==> config.mk <==
export PLATFORM = sky130hd
export DESIGN_NAME = cfg_par_loader
export DESIGN_NICKNAME = d
export VERILOG_FILES = /design/src/rtl/cfgp_pkg.sv /design/src/rtl/cfgp_pace.sv /design/src/rtl/cfgp_wdog.sv /design/src/rtl/cfg_par_loader.sv
export SDC_FILE = /design/constraint.sdc
export NUM_CORES = 1
export LEC_CHECK = 0
export ABC_AREA = 1
export BUFFER_PORTS_ARGS = -buffer_cell sky130_fd_sc_hd__buf_2
export CAP_MARGIN = 30
export CORE_MARGIN = 5
export CORE_UTILIZATION = 32
export CTS_BUF_LIST = sky130_fd_sc_hd__clkbuf_4 sky130_fd_sc_hd__clkbuf_8 sky130_fd_sc_hd__clkbuf_16
export CTS_CLUSTER_SIZE = 40
export DETAILED_ROUTE_END_ITERATION = 10
export PLACE_DENSITY_LB_ADDON = 0.15
export SYNTH_ARGS = -nofsm -noshare
export SYNTH_HDL_FRONTEND = slang
export SYNTH_SLANG_ARGS = --single-unit
==> constraint.sdc <==
create_clock -name clk -period 2.83 [get_ports clk]
set_input_delay 0.1415 -clock clk [delete_from_list [all_inputs] [get_ports clk]]
set_output_delay 0.1415 -clock clk [all_outputs]
set_load 0.05 [all_outputs]
==> src/rtl/cfgp_pkg.sv <==
package cfgp_pkg;

    localparam int BYTE_W = 8;

    typedef enum logic [4:0] {
        ST_IDLE, ST_PROG, ST_WINIT, ST_CS, ST_DATA, ST_LOW, ST_HIGH, ST_POST,
        ST_BHIGH, ST_WEOFF, ST_DWAIT, ST_DLOW, ST_RCS, ST_RLOW, ST_RHIGH,
        ST_RCAP, ST_RCSOFF, ST_RLOWT, ST_RHIGHT
    } state_e;

    typedef enum logic [1:0] {PH_NONE, PH_INIT, PH_BUSY, PH_DONE} wait_e;

    typedef struct packed {
        logic              prog;
        logic              cs;
        logic              we;
        logic              cclk;
        logic              doe;
        logic [BYTE_W-1:0] dout;
    } pins_t;

    localparam pins_t PINS_IDLE = '{prog: 1'b0, cs: 1'b0, we: 1'b0,
                                    cclk: 1'b1, doe: 1'b1, dout: '0};

    // Which bounded wait, if any, a state belongs to
    function automatic wait_e wait_of(state_e s);
        case (s)
            ST_WINIT:           return PH_INIT;
            ST_POST, ST_BHIGH:  return PH_BUSY;
            ST_DWAIT, ST_DLOW:  return PH_DONE;
            default:            return PH_NONE;
        endcase
    endfunction

endpackage

==> src/rtl/cfgp_pace.sv <==
module cfgp_pace #(
    parameter int HALF_CYC = 2
) (
    input  logic clk,
    input  logic rst,
    output logic tick
);
    generate
        if (HALF_CYC <= 1) begin : g_every
            assign tick = 1'b1;
        end else begin : g_div
            localparam int PW = $clog2(HALF_CYC);
            logic [PW-1:0] cnt;
            always_ff @(posedge clk) begin
                if (rst || tick) cnt <= '0;
                else             cnt <= cnt + 1'b1;
            end
            assign tick = (cnt == PW'(HALF_CYC - 1));
        end
    endgenerate
endmodule

==> src/rtl/cfgp_wdog.sv <==
module cfgp_wdog #(
    parameter int LIMIT = 500000
) (
    input  logic clk,
    input  logic rst,
    input  logic clr,
    input  logic en,
    output logic expired
);
    localparam int W = $clog2(LIMIT + 1);
    logic [W-1:0] cnt;

    assign expired = (cnt == W'(LIMIT));

    always_ff @(posedge clk) begin
        if (rst || clr)          cnt <= '0;
        else if (en && !expired) cnt <= cnt + 1'b1;
    end
endmodule

==> src/rtl/cfg_par_loader.sv <==
module cfg_par_loader
    import cfgp_pkg::*;
#(
    parameter int HALF_CYC   = 2,
    parameter int WAIT_CYC   = 500000,
    parameter bit BUSY_CHECK = 1'b1,
    parameter int CNT_W      = 16
) (
    input  logic              clk,
    input  logic              rst,
    input  logic              start,
    input  logic              mode,
    input  logic [CNT_W-1:0]  rb_count,
    input  logic [BYTE_W-1:0] ld_data,
    input  logic              ld_valid,
    input  logic              ld_last,
    output logic              ld_ready,
    output logic [BYTE_W-1:0] rb_data,
    output logic              rb_valid,
    output logic              cfg_prog,
    output logic              cfg_cs,
    output logic              cfg_we,
    output logic              cfg_cclk,
    output logic [BYTE_W-1:0] cfg_dout,
    output logic              cfg_doe,
    input  logic              cfg_init,
    input  logic              cfg_busy,
    input  logic              cfg_done,
    input  logic [BYTE_W-1:0] cfg_din,
    output logic              cfg_abort,
    output logic              op_active,
    output logic              op_ok,
    output logic              op_timeout
);
    state_e            state;
    pins_t             pin;
    wait_e             phase_q;
    logic              tick, expired, tmr_clr, tmo_hit, last_q;
    logic [CNT_W-1:0]  rem;
    logic [BYTE_W-1:0] rb_q;
    logic              rbv_q, abort_q, act_q, ok_q, tmo_q;

    cfgp_pace #(.HALF_CYC(HALF_CYC)) u_pace (.clk(clk), .rst(rst), .tick(tick));

    assign tmr_clr = (wait_of(state) != phase_q);
    assign tmo_hit = expired && (wait_of(state) != PH_NONE) && !tmr_clr;

    cfgp_wdog #(.LIMIT(WAIT_CYC)) u_wdog (
        .clk(clk), .rst(rst), .clr(tmr_clr),
        .en(wait_of(state) != PH_NONE), .expired(expired)
    );

    always_ff @(posedge clk) begin
        if (rst) phase_q <= PH_NONE;
        else     phase_q <= wait_of(state);
    end

    assign ld_ready = (state == ST_DATA) && tick;

    always_ff @(posedge clk) begin
        if (rst) begin
            state   <= ST_IDLE;
            pin     <= PINS_IDLE;
            last_q  <= 1'b0;
            rem     <= '0;
            rb_q    <= '0;
            rbv_q   <= 1'b0;
            abort_q <= 1'b0;
            act_q   <= 1'b0;
            ok_q    <= 1'b0;
            tmo_q   <= 1'b0;
        end else begin
            rbv_q   <= 1'b0;
            abort_q <= 1'b0;
            if (tmo_hit) begin
                state    <= ST_IDLE;
                pin.prog <= 1'b0;
                pin.cs   <= 1'b0;
                pin.we   <= 1'b0;
                pin.cclk <= 1'b1;
                pin.doe  <= 1'b1;
                abort_q  <= 1'b1;
                tmo_q    <= 1'b1;
                act_q    <= 1'b0;
            end else begin
                case (state)
                    ST_IDLE: if (start) begin
                        act_q <= 1'b1;
                        ok_q  <= 1'b0;
                        tmo_q <= 1'b0;
                        rem   <= rb_count;
                        if (mode) begin
                            pin.doe <= 1'b0;
                            state   <= ST_RCS;
                        end else begin
                            pin.prog <= 1'b1;
                            state    <= ST_PROG;
                        end
                    end
                    ST_PROG: if (tick) begin
                        pin.prog <= 1'b0;
                        state    <= ST_WINIT;
                    end
                    ST_WINIT: if (tick && cfg_init) begin
                        pin.we <= 1'b1;
                        state  <= ST_CS;
                    end
                    ST_CS: if (tick) begin
                        pin.cs   <= 1'b1;
                        pin.cclk <= 1'b1;
                        state    <= ST_DATA;
                    end
                    ST_DATA: if (ld_ready && ld_valid) begin
                        pin.dout <= ld_data;
                        last_q   <= ld_last;
                        state    <= ST_LOW;
                    end
                    ST_LOW: if (tick) begin
                        pin.cclk <= 1'b0;
                        state    <= ST_HIGH;
                    end
                    ST_HIGH: if (tick) begin
                        pin.cclk <= 1'b1;
                        state    <= ST_POST;
                    end
                    ST_POST: if (tick) begin
                        if (BUSY_CHECK && cfg_busy) begin
                            pin.cclk <= 1'b0;
                            state    <= ST_BHIGH;
                        end else if (last_q) begin
                            pin.cs <= 1'b0;
                            state  <= ST_WEOFF;
                        end else begin
                            state <= ST_DATA;
                        end
                    end
                    ST_BHIGH: if (tick) begin
                        pin.cclk <= 1'b1;
                        state    <= ST_POST;
                    end
                    ST_WEOFF: if (tick) begin
                        pin.we <= 1'b0;
                        state  <= ST_DWAIT;
                    end
                    ST_DWAIT: if (tick) begin
                        if (cfg_done) begin
                            ok_q  <= 1'b1;
                            act_q <= 1'b0;
                            state <= ST_IDLE;
                        end else begin
                            pin.cclk <= 1'b0;
                            state    <= ST_DLOW;
                        end
                    end
                    ST_DLOW: if (tick) begin
                        pin.cclk <= 1'b1;
                        state    <= ST_DWAIT;
                    end
                    ST_RCS: if (tick) begin
                        pin.cs   <= 1'b1;
                        pin.cclk <= 1'b1;
                        state    <= (rem == '0) ? ST_RCSOFF : ST_RLOW;
                    end
                    ST_RLOW: if (tick) begin
                        pin.cclk <= 1'b0;
                        state    <= ST_RHIGH;
                    end
                    ST_RHIGH: if (tick) begin
                        pin.cclk <= 1'b1;
                        state    <= ST_RCAP;
                    end
                    ST_RCAP: begin
                        rb_q  <= cfg_din;
                        rbv_q <= 1'b1;
                        rem   <= rem - 1'b1;
                        state <= (rem == CNT_W'(1)) ? ST_RCSOFF : ST_RLOW;
                    end
                    ST_RCSOFF: if (tick) begin
                        pin.cs <= 1'b0;
                        state  <= ST_RLOWT;
                    end
                    ST_RLOWT: if (tick) begin
                        pin.cclk <= 1'b0;
                        state    <= ST_RHIGHT;
                    end
                    ST_RHIGHT: if (tick) begin
                        pin.cclk <= 1'b1;
                        pin.doe  <= 1'b1;
                        ok_q     <= 1'b1;
                        act_q    <= 1'b0;
                        state    <= ST_IDLE;
                    end
                    default: state <= ST_IDLE;
                endcase
            end
        end
    end

    assign cfg_prog   = pin.prog;
    assign cfg_cs     = pin.cs;
    assign cfg_we     = pin.we;
    assign cfg_cclk   = pin.cclk;
    assign cfg_dout   = pin.dout;
    assign cfg_doe    = pin.doe;
    assign rb_data    = rb_q;
    assign rb_valid   = rbv_q;
    assign cfg_abort  = abort_q;
    assign op_active  = act_q;
    assign op_ok      = ok_q;
    assign op_timeout = tmo_q;
endmodule

==> impl_metrics.tcl <==
set metrics [dict create \
    status "completed" \
    grt_busiest_layer "met2" \
    synth-xor-area-share 0.0241 \
    hold_viol 0 \
    ys_warn_count 0 \
    min_period_ns 2.17 \
    slowest_delay_ns 0.65 \
    track_usage 0.165 \
    fin_cells 944 \
    synth_ff_type "dfxtp_1" \
    grt_use_met3 0.0488 \
    p_leak_uw 0.00236 \
    antenna_found_initial 0 \
    min_path_cells 3 \
    n_antenna_cell 0 \
    io_buffers 67 \
    place.gp.congestion 1.00 \
    path_clk_slew_ns 0.06 \
    rows 42 \
    rsz0062_at_grt "no" \
    ys_ff_latch 70 \
    regToRegSetupSlack_ns 0.66 \
    worstMarginPinSlew_ns 0.876 \
    ant_nets 0 \
    start_kind "flop" \
    worstHoldStart "cfg_din[5]" \
    criticalPathCategory "flop to flop" \
    fillers 1439 \
    synth_top_family_by_area "simple AND/OR/NAND/NOR gates" \
    crit_fanout 18 \
    cts_setup_buffers 0 \
    grt_remaining_overflow 0 \
    start_util 0.328 \
    r2r_end "u_wdog.cnt[14]$_SDFFE_PP0P_" \
    syn_inst 702 \
    maxSlewViolCount 0 \
    vdd_drop_max_mv 0.483 \
    postSynth.asyncResetShare 0 \
    first_iter_violations 330 \
    die_area_um2 16100 \
    post_synth_num_cell_types 35 \
    finalSetupViolations 0 \
    drive_gt1_frac 0.171 \
    met1_usage 0.222 \
    cts_tree "built" \
    r2r_start "state[4]$_SDFFE_PP0P_" \
    detail_route.wl_per_cell_um 13.6 \
    fin_tns_setup_ns 0 \
    grt_use_met2 0.242 \
    first_pass_iters 5 \
    wl_um 12800 \
    syn-cell-area_um2 4370 \
    final_net_count 809 \
    vias 4671 \
    maxCapViolCount 0 \
    worstPathRequired_ns 3.03 \
    syn_nets 748 \
    grt_pass1_vias 4516 \
    grt_max_degree 34 \
    whs_endpoint "rb_data[5]$_SDFFE_PP0P_" \
    root_buffer "clkbuf_16" \
    postSynthAreaPerCell_um2 6.22 \
    route.detailed.drc 0 \
    area_growth_pct 18.8 \
    grt_pass1_wl_um 21700 \
    dp.cells 928 \
    core-area_um2 13300 \
    die_h_um 127 \
    crit_path_top_delay_cell "dfxtp_1" \
    hold_class "input port to flop" \
    synth_compound_area_frac 0.139 \
    clk_latency_ns 0.34 \
    pwr_density_cell_nw_per_um2 960 \
    crit_start "state[4]$_SDFFE_PP0P_" \
    synthSimpleGateAreaFrac 0.404 \
    skew_ns 0.00575 \
    synth_mux_area_frac 0 \
    max_slew_margin 0.415 \
    final_common_cell "nand2_1" \
    layout.cells.most_common_list "170 x nand2_1, 123 x nor2_1, 73 x inv_1, 70 x dfxtp_1, 67 x buf_2" \
    fin_crit_sh 0.765 \
    cts_buffers 9 \
    cts_repair_resize_count 0 \
    path_cells "inv_1 -> nand2_2 -> inv_2 -> nand2_2 -> nand2_1 -> nand2_1 -> nand2_1 -> nand2_2 -> nor2_4 -> inv_2 -> a21oi_1" \
    worstPathArrival_ns 2.37 \
    clock_sinks 70 \
    cts_buffer_depth 2 \
    via_per_inst 4.95 \
    r2r_cells 11 \
    dp_hpwl_um 9630 \
    worstSetupEndpointType "flop" \
    h-tree-depth 3 \
    synthAdderAreaFrac 0.0143 \
    yosysSeqAreaShare 0.321 \
    postCtsHoldBufs 0 \
    die_w_um 127 \
    fmax_mhz 462 \
    io_pins 68 \
    synth_edf_count 0 \
]
-- synthesized netlist by cell type (all sizes together), types with 2 or more instances --
cell type | n | area, um2
ha | 5 | 62.6
nand4 | 14 | 87.6
a21oi | 34 | 211
nand3b | 3 | 22.5
o21ai | 50 | 254
a211oi | 2 | 15.0
nor3 | 16 | 85.1
xnor2 | 3 | 26.3
a21boi | 2 | 15.0
inv | 83 | 312
buf | 15 | 91.3
a31oi | 8 | 50.1
dfxtp | 70 | 1400
nand3 | 59 | 295
clkbuf | 6 | 22.5
nand2 | 178 | 688
o211ai | 4 | 30.0
nor2 | 136 | 578
xor2 | 9 | 78.8
-- cell type report --
class                           instances  area, um2  share of cell area
Multi-Input combinational cell        528       2540               0.491
Sequential cell                        70       1400               0.270
Timing Repair Buffer                   71        365              0.0704
Inverter                               83        312              0.0601
Clock buffer                           10        233              0.0449
Tap cell                              176        220              0.0425
Clock inverter                          6        110              0.0212
-- metrics by stage --
stage / hold WS, ns / cell area, um2 / setup slack, ns / total power, uW / utilization
floorplan: 0.276 / 4370 / 0.680 / 3140 / -
global route: 0.0197 / 5190 / 0.464 / 5390 / 0.390
finish: 0.0219 / 5190 / 0.664 / 4980 / 0.390
detailed placement: 0.372 / 4840 / 0.685 / 3660 / 0.364
CTS: 0.0101 / 5190 / 0.679 / 4990 / 0.390
global placement: 0.364 / 4840 / 0.670 / 3660 / 0.364
-- power by group --
group | internal (uW) | switching, uW
logic | 682 | 1570
clock network | 869 | 447
registers | 1180 | 227
-- layer usage --
metal	routed length, um	up-vias
met2	5400	187
li1	-	2376
met4	378	0
met5	0	-
met3	980	34
met1	6080	2074
-- flip-flops by register name, summed over array words and instances, names as in the netlist, 2 cells and up --
register,flops
rem,16
state,5
phase_q,2
u_wdog.cnt,19
rb_data,8
cfg_dout,8
-- how the worst max path moves through the flow --
stage / slack (ns) / cells past startpoint / endpoint
floorplan: 0.68 / 8 / last_q$_SDFFE_PP0P_
global placement: 0.67 / 9 / u_wdog.cnt[4]$_SDFFE_PP0P_
detailed placement: 0.69 / 11 / u_wdog.cnt[14]$_SDFFE_PP0P_
CTS: 0.68 / 11 / u_wdog.cnt[8]$_SDFFE_PP0P_
global route: 0.46 / 11 / u_wdog.cnt[14]$_SDFFE_PP0P_
finish: 0.66 / 11 / u_wdog.cnt[14]$_SDFFE_PP0P_
-- kinds of logic (layout without fill, tap and decap cells) --
logic type | Yosys count | count (layout)
DFF | 70 | 70
AOI/OAI and AO/OA | 104 | 104
and+or+nand+nor | 407 | 407
buffers and inverters | 104 | 170
adders and majority gates | 5 | 5
xor gates and xnor gates | 12 | 12
-- worst max-delay path, delay by kind of cell (launching register included) --
family                 cells  cell delay [ns]
DFF                        1             0.65
and+or+nand+nor            7             0.65
buffers and inverters      3             0.63
AOI/OAI and AO/OA          1             0.08
Power figures use the tool's default switching activity.
